### src/rtl/frc_pkg.sv
package frc_pkg;
  typedef enum logic [1:0] {
    CW_NONE = 2'd0,
    CW_PART = 2'd1,
    CW_FULL = 2'd2,
    CW_RSVD = 2'd3
  } clu_wr_e;
endpackage

### src/rtl/frc_crack_plan.sv
module frc_crack_plan #(
  parameter int REG_W  = 2,
  parameter int MAX_IN = 3,
  parameter int CNT_W  = 2
) (
  input  logic             rd_car,
  input  logic             rd_clu,
  input  logic [REG_W-1:0] nreg,
  input  logic             fuse_cand,
  input  logic             pend,
  input  logic             prev_car,
  input  logic             prev_full,
  output logic             need_merge,
  output logic             split,
  output logic [CNT_W-1:0] total,
  output logic             fuse
);
  localparam int IN_W = REG_W + 2;

  logic [IN_W-1:0] n_in;

  always_comb begin
    n_in       = IN_W'(nreg) + IN_W'(rd_car) + IN_W'(rd_clu);
    need_merge = rd_clu & pend;
    split      = (n_in > IN_W'(MAX_IN));
    total      = CNT_W'(1) + CNT_W'(need_merge) + CNT_W'(split);
    fuse       = fuse_cand & (rd_car | rd_clu)
               & (~rd_car | prev_car) & (~rd_clu | prev_full);
  end
endmodule

### src/rtl/frc_tag_state.sv
module frc_tag_state
  import frc_pkg::*;
#(
  parameter int TAG_W    = 6,
  parameter int INIT_CAR = 0,
  parameter int INIT_CLU = 1
) (
  input  logic             clk,
  input  logic             rst,
  input  logic             acc,
  input  logic             wr_car,
  input  logic [1:0]       wr_clu,
  input  logic             need_merge,
  output logic [TAG_W-1:0] car_q,
  output logic [TAG_W-1:0] clu_q,
  output logic [TAG_W-1:0] part_q,
  output logic [TAG_W-1:0] mrg_tag,
  output logic [TAG_W-1:0] body_clu,
  output logic             pend_q,
  output logic             prev_car_q,
  output logic             prev_full_q
);
  localparam logic [TAG_W-1:0] CAR0  = TAG_W'(INIT_CAR);
  localparam logic [TAG_W-1:0] CLU0  = TAG_W'(INIT_CLU);
  localparam logic [TAG_W-1:0] FREE0 = TAG_W'(INIT_CLU + 1);

  logic [TAG_W-1:0] cnt_q;
  logic [TAG_W-1:0] wtag;
  logic             is_full;
  logic             is_part;
  logic             writes;

  always_comb begin
    is_full  = (clu_wr_e'(wr_clu) == CW_FULL);
    is_part  = (clu_wr_e'(wr_clu) == CW_PART);
    writes   = wr_car | is_full | is_part;
    wtag     = cnt_q + TAG_W'(need_merge);
    mrg_tag  = cnt_q;
    body_clu = need_merge ? cnt_q : clu_q;
  end

  always_ff @(posedge clk) begin
    if (rst) begin
      car_q       <= CAR0;
      clu_q       <= CLU0;
      part_q      <= '0;
      pend_q      <= 1'b0;
      cnt_q       <= FREE0;
      prev_car_q  <= 1'b0;
      prev_full_q <= 1'b0;
    end else if (acc) begin
      if (need_merge) begin
        clu_q  <= cnt_q;
        pend_q <= 1'b0;
      end
      if (wr_car) car_q <= wtag;
      if (is_full) begin
        clu_q  <= wtag;
        pend_q <= 1'b0;
      end else if (is_part) begin
        part_q <= wtag;
        pend_q <= 1'b1;
      end
      cnt_q       <= wtag + TAG_W'(writes);
      prev_car_q  <= wr_car;
      prev_full_q <= is_full;
    end
  end

  // a merge is requested only while a partial write is outstanding
  a_r6_merge_needs_pending: assert property (@(posedge clk) disable iff (rst)
    (acc && need_merge) |-> pend_q);

  // a merge that is not followed by a new cluster write settles the cluster
  a_r6_merge_settles: assert property (@(posedge clk) disable iff (rst)
    (acc && need_merge && !is_part) |=> !pend_q);

  // carry tag only moves for carry writers
  a_r3_carry_kept: assert property (@(posedge clk) disable iff (rst)
    (acc && !wr_car) |=> (car_q == $past(car_q)));

  // without an acceptance no rename state changes
  a_r9_idle_stable: assert property (@(posedge clk) disable iff (rst)
    !acc |=> ($stable(car_q) && $stable(clu_q) && $stable(pend_q)));
endmodule

### src/rtl/frc_sequencer.sv
module frc_sequencer #(
  parameter int LANES = 2,
  parameter int TAG_W = 6,
  parameter int MAXU  = 3,
  parameter int CNT_W = 2
) (
  input  logic             clk,
  input  logic             rst,
  input  logic             acc,
  input  logic [CNT_W-1:0] total,
  input  logic             need_merge,
  input  logic             fuse,
  input  logic [TAG_W-1:0] mrg_car,
  input  logic [TAG_W-1:0] mrg_clu,
  input  logic [TAG_W-1:0] body_car,
  input  logic [TAG_W-1:0] body_clu,
  output logic             ready,
  output logic [LANES-1:0] out_valid,
  output logic [LANES-1:0] out_merge,
  output logic [LANES*TAG_W-1:0] out_src_car,
  output logic [LANES*TAG_W-1:0] out_src_clu,
  output logic [CNT_W-1:0] out_total,
  output logic             out_fuse
);
  localparam int POS_W = $clog2(MAXU + LANES + 1);

  logic             n_mrg [MAXU];
  logic [TAG_W-1:0] n_car [MAXU];
  logic [TAG_W-1:0] n_clu [MAXU];
  logic             q_mrg [MAXU];
  logic [TAG_W-1:0] q_car [MAXU];
  logic [TAG_W-1:0] q_clu [MAXU];
  logic             s_mrg [MAXU];
  logic [TAG_W-1:0] s_car [MAXU];
  logic [TAG_W-1:0] s_clu [MAXU];

  logic [POS_W-1:0] pos_q;
  logic [POS_W-1:0] tot_q;
  logic             fuse_q;
  logic [POS_W-1:0] start;
  logic [POS_W-1:0] stot;
  logic             active;

  always_comb begin
    ready  = (pos_q >= tot_q);
    active = acc | (pos_q < tot_q);
    start  = acc ? '0 : pos_q;
    stot   = acc ? POS_W'(total) : tot_q;
  end

  for (genvar i = 0; i < MAXU; i++) begin : g_ent
    always_comb begin
      n_mrg[i] = need_merge && (i == 0);
      n_car[i] = n_mrg[i] ? mrg_car : body_car;
      n_clu[i] = n_mrg[i] ? mrg_clu : body_clu;
      s_mrg[i] = acc ? n_mrg[i] : q_mrg[i];
      s_car[i] = acc ? n_car[i] : q_car[i];
      s_clu[i] = acc ? n_clu[i] : q_clu[i];
    end

    always_ff @(posedge clk) begin
      if (rst) begin
        q_mrg[i] <= 1'b0;
        q_car[i] <= '0;
        q_clu[i] <= '0;
      end else if (acc) begin
        q_mrg[i] <= n_mrg[i];
        q_car[i] <= n_car[i];
        q_clu[i] <= n_clu[i];
      end
    end
  end

  always_ff @(posedge clk) begin
    if (rst) begin
      pos_q     <= '0;
      tot_q     <= '0;
      fuse_q    <= 1'b0;
      out_total <= '0;
      out_fuse  <= 1'b0;
    end else begin
      if (acc) begin
        tot_q  <= POS_W'(total);
        pos_q  <= POS_W'(LANES);
        fuse_q <= fuse;
      end else if (pos_q < tot_q) begin
        pos_q <= pos_q + POS_W'(LANES);
      end
      out_total <= active ? CNT_W'(stot) : '0;
      out_fuse  <= active & (acc ? fuse : fuse_q);
    end
  end

  for (genvar l = 0; l < LANES; l++) begin : g_lane
    logic             l_v;
    logic             l_m;
    logic [TAG_W-1:0] l_c;
    logic [TAG_W-1:0] l_k;
    logic             o_v;
    logic             o_m;
    logic [TAG_W-1:0] o_c;
    logic [TAG_W-1:0] o_k;

    always_comb begin
      l_v = active && ((start + POS_W'(l)) < stot);
      l_m = 1'b0;
      l_c = '0;
      l_k = '0;
      for (int j = 0; j < MAXU; j++) begin
        if (l_v && (POS_W'(j) == start + POS_W'(l))) begin
          l_m = s_mrg[j];
          l_c = s_car[j];
          l_k = s_clu[j];
        end
      end
    end

    always_ff @(posedge clk) begin
      if (rst) begin
        o_v <= 1'b0;
        o_m <= 1'b0;
        o_c <= '0;
        o_k <= '0;
      end else begin
        o_v <= l_v;
        o_m <= l_m;
        o_c <= l_c;
        o_k <= l_k;
      end
    end

    assign out_valid[l]                   = o_v;
    assign out_merge[l]                   = o_m;
    assign out_src_car[l*TAG_W +: TAG_W]  = o_c;
    assign out_src_clu[l*TAG_W +: TAG_W]  = o_k;
  end

  // an instruction wider than one output cycle holds the input off
  a_r9_stall_wide: assert property (@(posedge clk) disable iff (rst)
    (acc && (POS_W'(total) > POS_W'(LANES))) |=> !ready);

  // nothing accepted and nothing left means quiet outputs
  a_r10_idle_quiet: assert property (@(posedge clk) disable iff (rst)
    (!acc && ready) |=> (out_valid == '0));

  // lanes fill from lane 0
  a_r8_lane0_first: assert property (@(posedge clk) disable iff (rst)
    (out_valid != '0) |-> out_valid[0]);
endmodule

### src/rtl/flag_rename_crack.sv
module flag_rename_crack #(
  parameter int TAG_W    = 6,
  parameter int LANES    = 2,
  parameter int MAX_IN   = 3,
  parameter int REG_W    = 2,
  parameter int INIT_CAR = 0,
  parameter int INIT_CLU = 1
) (
  input  logic                   clk,
  input  logic                   rst,
  input  logic                   in_valid,
  output logic                   in_ready,
  input  logic                   in_wr_car,
  input  logic [1:0]             in_wr_clu,
  input  logic                   in_rd_car,
  input  logic                   in_rd_clu,
  input  logic [REG_W-1:0]       in_nreg,
  input  logic                   in_fuse_cand,
  output logic [LANES-1:0]       out_valid,
  output logic [LANES-1:0]       out_merge,
  output logic [LANES*TAG_W-1:0] out_src_car,
  output logic [LANES*TAG_W-1:0] out_src_clu,
  output logic [1:0]             out_total,
  output logic                   out_fuse
);
  localparam int CNT_W = 2;
  localparam int MAXU  = 3;

  logic             acc;
  logic             need_merge;
  logic             split;
  logic [CNT_W-1:0] total;
  logic             fuse;
  logic [TAG_W-1:0] car_q;
  logic [TAG_W-1:0] clu_q;
  logic [TAG_W-1:0] part_q;
  logic [TAG_W-1:0] mrg_tag;
  logic [TAG_W-1:0] body_clu;
  logic             pend_q;
  logic             prev_car_q;
  logic             prev_full_q;
  logic             split_unused;

  assign acc          = in_valid & in_ready;
  assign split_unused = split;

  frc_crack_plan #(.REG_W(REG_W), .MAX_IN(MAX_IN), .CNT_W(CNT_W)) u_plan (
    .rd_car(in_rd_car), .rd_clu(in_rd_clu), .nreg(in_nreg),
    .fuse_cand(in_fuse_cand), .pend(pend_q), .prev_car(prev_car_q),
    .prev_full(prev_full_q), .need_merge(need_merge), .split(split),
    .total(total), .fuse(fuse)
  );

  frc_tag_state #(.TAG_W(TAG_W), .INIT_CAR(INIT_CAR), .INIT_CLU(INIT_CLU)) u_tags (
    .clk(clk), .rst(rst), .acc(acc), .wr_car(in_wr_car), .wr_clu(in_wr_clu),
    .need_merge(need_merge), .car_q(car_q), .clu_q(clu_q), .part_q(part_q),
    .mrg_tag(mrg_tag), .body_clu(body_clu), .pend_q(pend_q),
    .prev_car_q(prev_car_q), .prev_full_q(prev_full_q)
  );

  frc_sequencer #(.LANES(LANES), .TAG_W(TAG_W), .MAXU(MAXU), .CNT_W(CNT_W)) u_seq (
    .clk(clk), .rst(rst), .acc(acc), .total(total), .need_merge(need_merge),
    .fuse(fuse), .mrg_car(part_q), .mrg_clu(clu_q), .body_car(car_q),
    .body_clu(body_clu), .ready(in_ready), .out_valid(out_valid),
    .out_merge(out_merge), .out_src_car(out_src_car), .out_src_clu(out_src_clu),
    .out_total(out_total), .out_fuse(out_fuse)
  );

  // a presented instruction always reports a count of one to three
  a_r8_total_range: assert property (@(posedge clk) disable iff (rst)
    (out_valid != '0) |-> ((out_total >= 2'd1) && (out_total <= 2'd3)));

  // a merge or split is present whenever more than one micro-op is reported
  a_r5_multi_reason: assert property (@(posedge clk) disable iff (rst)
    (acc && (total > 2'd1)) |-> (need_merge || split_unused));
endmodule

### config.mk
export PLATFORM = sky130hd
export DESIGN_NAME = flag_rename_crack
export DESIGN_NICKNAME = d
export VERILOG_FILES = /design/src/rtl/frc_pkg.sv /design/src/rtl/frc_crack_plan.sv /design/src/rtl/frc_tag_state.sv /design/src/rtl/frc_sequencer.sv /design/src/rtl/flag_rename_crack.sv
export SDC_FILE = /design/constraint.sdc
export NUM_CORES = 1
export LEC_CHECK = 0
export BUFFER_PORTS_ARGS = -buffer_cell sky130_fd_sc_hd__clkbuf_2
export CAP_MARGIN = 30
export CORE_MARGIN = 4
export CORE_UTILIZATION = 58
export DETAILED_ROUTE_END_ITERATION = 7
export MAX_ROUTING_LAYER = met4
export PLACE_DENSITY = 0.79
export RECOVER_POWER = 25
export REMOVE_ABC_BUFFERS = 1
export SYNTH_ARGS = -nofsm -noshare
export SYNTH_HDL_FRONTEND = slang
export SYNTH_SLANG_ARGS = --single-unit
### constraint.sdc
create_clock -name clk -period 3.3 [get_ports clk]
set_input_delay 0.66 -clock clk [delete_from_list [all_inputs] [get_ports clk]]
set_output_delay 0.66 -clock clk [all_outputs]
set_load 0.03 [all_outputs]
==> impl_metrics.csv <==
group,metric,value,unit
critical_path,path_class,"reg -> reg",
floorplanning,io_pins,43,
floorplanning,rows,30,
power_and_ir_drop,comb_power_share,35.0,%
cells_and_area,final-instance-count-excl-fill,534,
critical_path,crit_required,3510,ps
detailed_routing,dr.pass1.iters,5,
detailed_routing,routed_wl,9040,microns
clocking,cts_buffers,9,
critical_path,cp_top_family,"compound AO/OA/AOI/OAI gates",
synth,ys_warn_count,0,
critical_path,max_stage_delay,460,ps
clocking,hold_buffers,0,
sta,final_max_slew_viol_count,0,
grt,grt_antenna_before_repair,0,
detailed_routing,drc,0,
sta,hold-worst-slack,482,ps
sta,setup_viol,0,
power_and_ir_drop,p_switching,1.23,mW
critical_path,path_cells,"inv_1 > ha_1 > nor2b_1 > o21a_1 > o21ai_2 > nand2_1 > ha_1 > inv_1 > o21ai_0 > a21o_1 > a211oi_1",
grt,grt_usage,23.0,%
synth,ys.flop_type,"dfxtp_1",
placed_design,dp_cells,519,
hold_path,hp-class,"reg -> reg",
clocking,path_clk_slew,80,ps
synth,ys_ff_latch,88,
synth,synth_seq_area_share,49.9,%
sta,skew,10.1,ps
power_and_ir_drop,p_sw_share,38.2,%
cells_and_area,diodes,0,
placed_design,io_buffers,41,
floorplanning,start_util,59.7,%
sta,maxSlewHeadroom,38.0,%
placed_design,gp_congestion,0.885,
sta,fmax,337,MHz
detailed_routing,via_per_inst,5.91,
synth,synthCells,417,
critical_path,cp-start-kind,"flip-flop",
power_and_ir_drop,finalPower,3.22,mW
critical_path,cp_max_fo,12,
synth,synth-edff-count,25,
detailed_routing,initialDrtViolationCount,221,
synth,synthArstFlopShare,0,%
job,drv_cap,0,
sta,worst_slack,335,ps
placed_design,dpl_worst_slack,260,ps
detailed_routing,route.vias.total,3157,
cells_and_area,nNetsFinal,473,
status,status,"complete, no violations",
sta,timing.final.hold_violations,0,
power_and_ir_drop,p_seq_share,43.9,%
sta,worst_pin_slew,921,ps
critical_path,critPathBufInv,2,
power_and_ir_drop,leakagePower,1.76,nW
synth,syn_area,4030,sq um
clocking,ctsResizeCount,0,
clocking,cts_tree,"built",
detailed_routing,wire_per_inst,16.9,microns
sta,finalSetupTns,0,ps
synth,synth.avg_cell_area,9.67,sq um
synth,synth.distinct_cells,49,
floorplanning,die_area,8350,sq um
sta,period_share,89.8,%
power_and_ir_drop,power_density,733,nW/um^2
floorplanning,die-height,91.4,microns
grt,grt_max_degree,47,
cells_and_area,drive_gt1_share,9.69,%
power_and_ir_drop,ir_worst_vdd,387,uV
grt,overflow,0,
critical_path,critical_path_arrival,3180,ps
clocking,clk_latency,350,ps
grt,grt_pass1_vias,3050,
clocking,post_cts_buffers,0,
power_and_ir_drop,p_clk_share,21.1,%
sta,layout_min_cycle_time,2960,ps
clocking,cts_max_level,3,
sta,rsz0062_at_grt,"no",
clocking,clockBufferDepth,2,
floorplanning,core,6760,sq um
cells_and_area,syn2layout_area_growth,8.78,%
critical_path,critPathSlowestCell,"a21o_1",
power_and_ir_drop,p_int,1.99,mW
clocking,cts_sinks,88,
floorplanning,fp.dieW,91.4,microns
detailed_routing,drtAntennaViolNets,0,
clocking,root_buffer,"clkbuf_8",
grt,grt_pass1_wl,14800,microns
critical_path,end_kind,"flip-flop",
placed_design,dp_hpwl,6030,microns
sequential cells by signal (all words and copies together) (netlist names):
name / count
u_seq.g_lane.o_c: 12
u_seq.g_lane.o_k: 12
u_seq.q_car: 12
u_seq.q_clu: 12
u_tags.car_q: 6
u_tags.clu_q: 6
u_tags.mrg_tag: 6
u_tags.part_q: 6
u_seq.tot_q: 3
u_seq.g_lane.o_v: 2
u_seq.out_total: 2
u_seq.pos_q: 2
u_seq.fuse_q: 1
u_seq.g_lane.o_m: 1
u_seq.out_fuse: 1
u_seq.q_mrg: 1
u_tags.pend_q: 1
u_tags.prev_car_q: 1
u_tags.prev_full_q: 1
per-stage QoR:
step | cell area, sq um | util, %
after floorplan | 3870 | -
after global placement | 4270 | 63.2
after detailed placement | 4270 | 63.2
after CTS | 4440 | 65.8
after global routing | 4390 | 64.9
final | 4390 | 64.9
path summary, 6_finish.rpt:
path / from / to / slack, ps / cells after the start
hold reg to reg: u_seq.tot_q[2] / u_seq.tot_q[2] / 480 / 2
hold / removal: u_seq.tot_q[2] / u_seq.tot_q[2] / 480 / 2
setup reg to reg: u_seq.tot_q[1] / u_seq.g_lane[1].o_k[0] / 340 / 11
setup / recovery: u_seq.tot_q[1] / u_seq.g_lane[1].o_k[0] / 340 / 11
worst register-to-register path, cell delays in order (launching register included):
cell and delay, ps:
dfxtp_1 360, inv_1 60, ha_1 280, nor2b_1 140
o21a_1 220, o21ai_2 410, nand2_1 120, ha_1 340
inv_1 40, o21ai_0 300, a21o_1 460, a211oi_1 110
power by group through the flow:
stage          combinational [mW]  clock [mW]  sequential [mW]
3_3_place_gp                 1.12           0             1.43
3_5_place_dp                 1.15           0             1.44
6_report                     1.13       0.678             1.41
4_1_cts                      1.16       0.681             1.41
5_1_grt                      1.25       0.727             1.43
2_1_floorplan               0.679           0             1.54
Yosys cell counts, types with 2 or more instances:
| master | number | area, sq um |
|---|---|---|
| and3_1 | 14 | 87.6 |
| o21a_1 | 2 | 15.0 |
| nand3b_1 | 2 | 15.0 |
| nor2_1 | 47 | 176 |
| or3_1 | 13 | 81.3 |
| ha_1 | 12 | 150 |
| dfxtp_1 | 63 | 1260 |
| a21oi_1 | 36 | 180 |
| mux2i_1 | 30 | 300 |
| buf_2 | 16 | 80.1 |
| nand2b_1 | 6 | 37.5 |
| xor2_1 | 4 | 35.0 |
| mux2_2 | 2 | 22.5 |
| edfxtp_1 | 25 | 751 |
| buf_4 | 5 | 37.5 |
| nand2_1 | 39 | 146 |
| a311oi_1 | 4 | 35.0 |
| inv_1 | 10 | 37.5 |
| o21ai_1 | 2 | 10.0 |
| and2_1 | 2 | 12.5 |
| nor2b_1 | 4 | 25.0 |
| clkbuf_1 | 10 | 37.5 |
| o21ai_0 | 10 | 50.1 |
| nor3_1 | 3 | 15.0 |
| a211oi_1 | 20 | 150 |
| nand3_1 | 10 | 50.1 |
| xnor2_1 | 4 | 35.0 |
final cells by class:
type                            count  area, sq um
Tap cell                           80          100
Fill cell                         569         2370
Inverter                           11         41.3
Clock inverter                      3         17.5
Timing Repair Buffer               54          265
Clock buffer                       12          156
Sequential cell                    88         2010
Multi-Input combinational cell    286         1800
cells in the final DEF (no fill, tap or decap), types with 3 or more instances in the layout:
cell,n
ha_1,12
a211oi_1,21
clkbuf_2,11
o21ai_0,11
nand2_1,39
clkbuf_1,32
nor2_1,47
or3_1,13
nand3_1,10
buf_4,13
edfxtp_1,25
xor2_1,4
a311oi_1,4
nor2b_1,5
a21oi_1,36
inv_1,10
nand2b_1,6
nor3_1,3
mux2i_1,30
xnor2_1,4
clkbuf_8,9
dfxtp_1,63
and3_1,14
logic make-up (layout without fill, tap and decap cells):
| kind of cell | count (synthesis) | count (layout) | synth area share [%] |
|---|---|---|---|
| AOI/OAI and AO/OA | 90 | 90 | 14.9 |
| xor gates and xnor gates | 8 | 8 | 1.74 |
| adders and majority gates | 12 | 12 | 3.72 |
| buffers and inverters | 43 | 80 | 5.15 |
| DFF | 88 | 88 | 49.9 |
| muxes | 32 | 32 | 8.00 |
| other | 1 | 1 | 0.0930 |
| and+or+nand+nor | 143 | 143 | 16.6 |
per-layer routing:
layer | track usage, % | share of wire (%) | up-vias
li1 | - | - | 1541
met1 | 30.1 | 45 | 1490
met2 | 35.8 | 47 | 106
met3 | 3.48 | 5.6 | 20
met4 | 8.92 | 2.2 | 0
met5 | - | 0 | -
Power figures use the tool's default switching activity.
